### config.mk
export PLATFORM = sky130hd
export DESIGN_NAME = clock_victim_sel
export DESIGN_NICKNAME = d
export VERILOG_FILES = /design/src/rtl/clock_sel_pkg.sv /design/src/rtl/use_bit_array.sv /design/src/rtl/clock_hand.sv /design/src/rtl/sweep_ctrl.sv /design/src/rtl/clock_victim_sel.sv
export SDC_FILE = /design/constraint.sdc
export NUM_CORES = 1
export LEC_CHECK = 0
export BUFFER_PORTS_ARGS = -buffer_cell sky130_fd_sc_hd__clkbuf_2
export CAP_MARGIN = 25
export CORE_MARGIN = 2
export CORE_UTILIZATION = 55
export CTS_BUF_LIST = sky130_fd_sc_hd__clkbuf_8 sky130_fd_sc_hd__clkbuf_16
export DETAILED_ROUTE_END_ITERATION = 7
export PLACE_DENSITY = 0.79
export SLEW_MARGIN = 10
export SYNTH_ARGS = -nofsm -noshare
export SYNTH_HDL_FRONTEND = slang
export SYNTH_HIERARCHICAL = 1
export SYNTH_SLANG_ARGS = --single-unit
### constraint.sdc
create_clock -name clk_i -period 4.35 [get_ports clk_i]
set_clock_uncertainty 0.1 [all_clocks]
set_input_delay 0.6525 -clock clk_i [delete_from_list [all_inputs] [get_ports clk_i]]
set_output_delay 0.6525 -clock clk_i [all_outputs]
set_load 0.02 [all_outputs]
### src/rtl/clock_sel_pkg.sv
package clock_sel_pkg;

  typedef enum logic [0:0] {
    ST_IDLE = 1'b0,
    ST_SWEEP = 1'b1
  } sweep_state_e;

  function automatic int unsigned idx_width(input int unsigned frames);
    return (frames > 1) ? $clog2(frames) : 1;
  endfunction

endpackage

### src/rtl/use_bit_array.sv
module use_bit_array #(
  parameter int unsigned NUM_FRAMES = 8,
  localparam int unsigned IDX_W = clock_sel_pkg::idx_width(NUM_FRAMES)
) (
  input  logic                  clk_i,
  input  logic                  rst_ni,
  input  logic                  set_en_i,
  input  logic [IDX_W-1:0]      set_frame_i,
  input  logic                  clr_en_i,
  input  logic [IDX_W-1:0]      clr_frame_i,
  output logic [NUM_FRAMES-1:0] use_q_o
);

  for (genvar g = 0; g < NUM_FRAMES; g++) begin : g_frame
    logic set_hit;
    logic clr_hit;
    logic bit_en;
    logic bit_d;
    logic bit_q;

    always_comb begin
      set_hit = set_en_i && (set_frame_i == IDX_W'(g));
      clr_hit = clr_en_i && (clr_frame_i == IDX_W'(g));
      bit_en  = set_hit || clr_hit;
      // reference wins over the sweep clear
      bit_d   = set_hit;
    end

    always_ff @(posedge clk_i or negedge rst_ni) begin
      if (!rst_ni) begin
        bit_q <= 1'b0;
      end else if (bit_en) begin
        bit_q <= bit_d;
      end
    end

    assign use_q_o[g] = bit_q;
  end

endmodule

### src/rtl/clock_hand.sv
module clock_hand #(
  parameter int unsigned NUM_FRAMES = 8,
  localparam int unsigned IDX_W = clock_sel_pkg::idx_width(NUM_FRAMES),
  localparam logic [IDX_W-1:0] LAST_IDX = IDX_W'(NUM_FRAMES - 1)
) (
  input  logic             clk_i,
  input  logic             rst_ni,
  input  logic             adv_en_i,
  output logic [IDX_W-1:0] hand_q_o
);

  logic [IDX_W-1:0] hand_d;
  logic [IDX_W-1:0] hand_q;

  always_comb begin
    if (hand_q == LAST_IDX) begin
      hand_d = '0;
    end else begin
      hand_d = hand_q + IDX_W'(1);
    end
  end

  always_ff @(posedge clk_i or negedge rst_ni) begin
    if (!rst_ni) begin
      hand_q <= '0;
    end else if (adv_en_i) begin
      hand_q <= hand_d;
    end
  end

  assign hand_q_o = hand_q;

endmodule

### src/rtl/sweep_ctrl.sv
module sweep_ctrl #(
  parameter int unsigned NUM_FRAMES = 8,
  localparam int unsigned IDX_W = clock_sel_pkg::idx_width(NUM_FRAMES)
) (
  input  logic             clk_i,
  input  logic             rst_ni,
  input  logic             fault_req_i,
  input  logic             cur_use_i,
  input  logic [IDX_W-1:0] hand_i,
  output logic             sweep_o,
  output logic             clr_en_o,
  output logic             adv_en_o,
  output logic             done_o,
  output logic [IDX_W-1:0] victim_o
);

  import clock_sel_pkg::*;

  sweep_state_e state_d;
  sweep_state_e state_q;
  logic         found;
  logic         done_d;
  logic         done_q;
  logic [IDX_W-1:0] victim_q;

  always_comb begin
    state_d  = state_q;
    found    = 1'b0;
    clr_en_o = 1'b0;
    adv_en_o = 1'b0;
    unique case (state_q)
      ST_IDLE: begin
        if (fault_req_i) begin
          state_d = ST_SWEEP;
        end
      end
      ST_SWEEP: begin
        adv_en_o = 1'b1;
        if (cur_use_i) begin
          clr_en_o = 1'b1;
        end else begin
          found   = 1'b1;
          state_d = ST_IDLE;
        end
      end
      default: state_d = ST_IDLE;
    endcase
    done_d = found;
  end

  always_ff @(posedge clk_i or negedge rst_ni) begin
    if (!rst_ni) begin
      state_q <= ST_IDLE;
      done_q  <= 1'b0;
    end else begin
      state_q <= state_d;
      done_q  <= done_d;
    end
  end

  always_ff @(posedge clk_i or negedge rst_ni) begin
    if (!rst_ni) begin
      victim_q <= '0;
    end else if (found) begin
      victim_q <= hand_i;
    end
  end

  assign sweep_o  = (state_q == ST_SWEEP);
  assign done_o   = done_q;
  assign victim_o = victim_q;

endmodule

### src/rtl/clock_victim_sel.sv
module clock_victim_sel #(
  parameter int unsigned NUM_FRAMES = 8,
  localparam int unsigned IDX_W = clock_sel_pkg::idx_width(NUM_FRAMES)
) (
  input  logic             clk_i,
  input  logic             rst_ni,
  input  logic             ref_valid_i,
  input  logic [IDX_W-1:0] ref_frame_i,
  input  logic             fault_req_i,
  output logic             busy_o,
  output logic             done_o,
  output logic [IDX_W-1:0] victim_frame_o
);

  logic                  ref_ok;
  logic [NUM_FRAMES-1:0] use_q;
  logic [IDX_W-1:0]      hand_q;
  logic                  cur_use;
  logic                  sweep;
  logic                  clr_en;
  logic                  adv_en;

  if (NUM_FRAMES == (1 << IDX_W)) begin : g_full_range
    assign ref_ok = ref_valid_i;
  end else begin : g_part_range
    assign ref_ok = ref_valid_i && (ref_frame_i < IDX_W'(NUM_FRAMES));
  end

  use_bit_array #(.NUM_FRAMES(NUM_FRAMES)) u_use (
    .clk_i       (clk_i),
    .rst_ni      (rst_ni),
    .set_en_i    (ref_ok),
    .set_frame_i (ref_frame_i),
    .clr_en_i    (clr_en),
    .clr_frame_i (hand_q),
    .use_q_o     (use_q)
  );

  clock_hand #(.NUM_FRAMES(NUM_FRAMES)) u_hand (
    .clk_i    (clk_i),
    .rst_ni   (rst_ni),
    .adv_en_i (adv_en),
    .hand_q_o (hand_q)
  );

  assign cur_use = use_q[hand_q];

  sweep_ctrl #(.NUM_FRAMES(NUM_FRAMES)) u_ctrl (
    .clk_i       (clk_i),
    .rst_ni      (rst_ni),
    .fault_req_i (fault_req_i),
    .cur_use_i   (cur_use),
    .hand_i      (hand_q),
    .sweep_o     (sweep),
    .clr_en_o    (clr_en),
    .adv_en_o    (adv_en),
    .done_o      (done_o),
    .victim_o    (victim_frame_o)
  );

  assign busy_o = sweep;

endmodule

; ---- Word-level counts from Yosys, hierarchy flattened
; Index checks and enable logic that the tools add are counted.
; W data, S select, Z words.
[totals]
word_cells = 65
output_inout_bits = 5
regBits = 16
[classes]
n_lt_le_gt_ge = 1
n_mux = 10
n_addsub = 1
n_bitwise = 1
n_reduce_logical = 26
eq_ne = 14
[ops]
columns = operator, count
row1 = $eq A3 B3 Y1 const B, 8
row2 = $logic_and A1 B1 Y1, 16
row3 = $eq A3 B2 Y1 const B, 4
row4 = $logic_or A1 B1 Y1, 8
row5 = $mux W1, 7
row6 = $eq A3 B1 Y1 const B, 2
row7 = $logic_not A3 Y1, 2
row8 = $lt A3 B4 Y1 const B, 1
row9 = $add A3 B1 Y3 const B, 1
row10 = $bmux W1 S3, 1
row11 = $mux W3, 1
row12 = $pmux W1 S2, 1
row13 = $not A1 Y1, 1

; ---- Logic depth before layout (Yosys ltp)
[depth]
ltp_word = 6
ltp_mapped = 6

; ---- Modules after synthesis
; Netlist, hierarchy kept.
[by_module_without_submodules]
columns = mod, cells_each, instances, area_each_um2
row1 = use_bit_array, 38, 1, 441.7
row2 = sweep_ctrl, 12, 1, 198.9
row3 = clock_hand, 11, 1, 142.6
row4 = clock_victim_sel, 3, 1, 63.8

; ---- Worst setup path before layout
; No wires, ideal clock.
[synth_timing]
kind = register to register
from = register u_hand.hand_q[0] (netlist: u_hand/hand_q_o[0])
to = register u_ctrl.victim_q[0] (netlist: u_ctrl/victim_o[0])
setup_slack_ns = 2.281
arrival_time_ns = 1.844
required_time_ns = 4.125
path_stages_with_launch = 5
cell_sequence = dfrtp_1 mux4_1 mux2_2 nor2b_4 mux2_2
[synth_between]
elab_chain_cells = 4
[synth_lines]
columns = item, line_no
row1 = "start, declared", clock_hand.sv:13  ; logic [IDX_W-1:0] hand_q;
row2 = "start signal, assigned", clock_hand.sv:27  ; hand_q <= hand_d;
row3 = $bmux W1 S3, clock_victim_sel.sv:46  ; assign cur_use = use_q[hand_q];
row4 = $mux W1 (implied by the code), clock_victim_sel.sv:46
row5 = named net cur_use, clock_victim_sel.sv:18  ; logic cur_use;
row6 = $mux W1, sweep_ctrl.sv:39  ; if (cur_use_i) begin
row7 = $mux W1, sweep_ctrl.sv:31  ; unique case (state_q)
row8 = named net u_ctrl.done_d, sweep_ctrl.sv:22  ; logic done_d;
row9 = "end signal, assigned", sweep_ctrl.sv:65  ; victim_q <= hand_i;
row10 = "end, declared", sweep_ctrl.sv:24  ; logic [IDX_W-1:0] victim_q;
; The timed path passes the listed nets, and every way through them passes these cells. The select of a mux whose other input is x is not followed.
; A chain may end at the register's enable or synchronous reset.

; ---- Worst setup path after layout
; Same ends and word-level chain as after synthesis.

==> results.txt <==
The register bit count reported by yosys came out at 16. Across the VDD grid, the largest voltage drop is 0.000519 V. The part of the Yosys area used for sequential elements is 47.3%. Global routing finished with a remaining overflow of 0. Of all flip-flops after synthesis, the portion carrying an async set or reset was 100%. The synthesized netlist net count came out at 73. The number of buffers inserted to repair setup after CTS is 0.

The number of global-route vias before repair is 535. For this run, the top clock speed supported by timing is 444 MHz. The number of setup violations in the final report is 0. Across all register-to-register paths, the minimum setup slack is 2100 ps. The required time of the critical path is 4380 ps.

Yosys mapped the design onto 20 distinct sky130hd cell types. The global placer's final weighted congestion is 0.716. The synthesized design contains 0 enable-type register cells.

In the synthesized netlist the dominant register cell turns out to be dfrtp_1. In the routed design, unresolved DRC markers number 0. Measured in cells, the most critical reg-to-reg path has a length of 4. The detailed router's first-iteration violation count is 13. By count the netlist is led by dfrtp_1 (16), buf_4 (9), mux2_2 (7).

Hold timing on the final database bottoms out at a slack of 218 ps. In this run the worst hold path is classified as input pin to asynchronous set/reset pin. Averaged over all synthesized cells, the footprint is 13.2 um2.

The later pin in the worst-skew pair is clocked with a latency of 240 ps. The worst register-to-register path begins at u_hand/hand_q_o[0]. The end of the worst register-to-register path is u_ctrl/victim_o[0]. The total clock sinks is 16.

The critical-path maximum fanout is 14. The via count of the routed design came out at 541. The maximum buffer depth of the clock tree came out at 2.

In the final routed layout, each cell accounts on average for 17.7 um. The floorplan step set the die height to 43.2 um. The area added between synthesis and finish came out at 5.76%. The kind of critical path is flop to flop. The share of layout cells above drive strength 1 came out at 33.3%.

The biggest area contributor in the post-synthesis netlist is dfrtp_1. The power density of the placed cells came out at 822 nW/um2. The number of filler cells placed in the layout came out at 121.

Pin placement for this block handled 12 I/O pins. The cell row count is 14. The die extent in x is 43.2 um. The number of inserted diodes came out at 0. The Yosys warning count came out at 6. Of the post-synthesis cell area, the dominant cell type holds 47.3%. After clock tree synthesis, the clock-pin slew on the worst setup and hold paths is 60 ps. The post-detailed-route via-to-cell ratio is 6.36. Sorting the synthesized cells by area gives the leading types as dfrtp_1 (47%), mux2_2 (9.3%), buf_4 (8.0%). The floorplan step defined a die boundary enclosing 1870 um2.

The shortest period the worst path allows is 2250 ps. The area of the mapped netlist is 847 um2. In the final design database the tool counted 80 nets. The tool flagged a number of max-cap violations equal to 0. After technology mapping, the gate count stands at 64. The number of antenna violations at the first check in global routing was 0. The final worst setup slack came out at 2100 ps. The count of endpoints failing hold in the final timing report is 0.

By instance count, the leading cell after synthesis is dfrtp_1. The minimum setup slack after placement came out at 2100 ps. The run finished with clean final reports. The final cycle utilization of the critical path is 51.8%.

The pre-antenna-repair detailed-routing pass consisted of 4 iterations. The floorplan step defined a core boundary enclosing 1470 um2. The total wirelength of the detailed-routed design is 1500 um. The number of CTS-inserted buffers is 3. STA classifies the critical path endpoint as a flop. Global routing consumed, over all layers together, 18.6% of the routing resources. STA classifies the critical path startpoint as a flop.

TritonCTS built the clock tree. The summed negative setup slack over all endpoints came out at 0 ps. The worst pin sits at a relative slew slack of 72.0%. The H-tree depth is 1. The arrival time of data at the critical path endpoint is 2280 ps. The tree is rooted in a clkbuf_8. The post-DP HPWL came out at 1050 um.

The analysis attributes to cell leakage a power of 0.000390 uW. The pin count of the biggest net entering global routing is 17. Setup repair after global routing left no endpoint under its margin. The wire length of the first global-routing pass is 2490 um.

The slew at the pin with the worst max-slew slack is 420 ps. For this design, the CTS-stage hold fixing added 0 buffers. The final antenna-violating net count came out at 0. The number of gates resized after CTS is 0. During placement, the flow inserted port buffers numbering 11. Once the floorplan was initialized, standard cells occupied 57.6% of the core. The number of slew-limit violations in the final report is 0.
-- worst max path at each step --
stage                            start                  to  slack [ps]  cells after the start
floorplan           u_hand/hand_q_o[0]  u_ctrl/victim_o[0]        2280                      4
global placement    u_hand/hand_q_o[0]  u_ctrl/victim_o[1]        2180                      4
detailed placement  u_hand/hand_q_o[0]  u_ctrl/victim_o[0]        2100                      4
CTS                 u_hand/hand_q_o[0]  u_ctrl/victim_o[0]        2090                      4
global route        u_hand/hand_q_o[0]  u_ctrl/victim_o[0]        2010                      4
finish              u_hand/hand_q_o[0]  u_ctrl/victim_o[0]        2100                      4
-- cells in the final DEF (no fill, tap or decap), types with 2 or more instances in the layout --
cell type | synthesis | routed
nand2_1 | 2 | 2
a22o_1 | 3 | 3
nand4bb_1 | 3 | 3
nor2b_1 | 3 | 3
nand4b_1 | 3 | 3
nor2_1 | 2 | 2
mux4_1 | 2 | 2
ha_1 | 2 | 2
mux2_2 | 7 | 7
a32o_1 | 4 | 4
dfrtp_1 | 16 | 16
clkbuf_2 | 0 | 11
clkbuf_8 | 0 | 3
-- stage by stage --
stage	utilization (%)	cell area [um2]	cells	total power, uW
3_3_place_gp	58.1	855	82	611
2_1_floorplan	-	847	64	594
5_1_grt	60.9	896	85	780
3_5_place_dp	58.1	855	82	627
6_report	60.9	896	85	736
4_1_cts	60.9	896	85	739
-- area by class of cell --
class	instances	area, um2	share of cell area [%]
repair buffers	11	55.1	6.15
well taps	16	20.0	2.23
flip-flops and latches	16	400	44.7
inverters	1	3.75	0.419
clock buffers	3	41.3	4.61
multi-input cells	38	375	41.9
-- kinds of logic (layout without fill, tap and decap cells) --
kind of cell,count (synthesis),after routing,synth area share (%)
and+or+nand+nor,18,18,16.4
DFF,16,16,47.3
buffers and inverters,10,15,8.42
AOI/OAI and AO/OA,9,9,9.45
muxes,9,9,15.5
adders and majority gates,2,2,2.95
-- critical path, stage by stage (launching register included) --
cell and delay, ps:
dfrtp_1 600, mux4_1 610, mux2_2 320, nor2b_4 160, mux2_2 350
-- per-layer routing --
layer / vias up / part of all wire [%] / GRT usage [%]
met4: 0 / 2.5 / 9.09
met3: 7 / 4.4 / 3.83
li1: 252 / - / -
met1: 264 / 46 / 24.9
met2: 18 / 47 / 28.4
met5: - / 0 / 0
-- state kept, by name, summed over array words and instances (netlist names) --
register / cells
u_ctrl/done_o: 1
u_ctrl/sweep_o: 1
u_ctrl/victim_o: 3
u_hand/hand_q_o: 3
u_use/g_frame.bit_q: 8
-- report_power, final --
group,total [uW],leakage (uW),switching (uW),internal [uW]
combinational,313,0.000183,132,181
clock,108,0.0000216,46.6,61.3
sequential,316,0.000185,90.6,225
No activity file was read; power rests on OpenSTA's default activity.
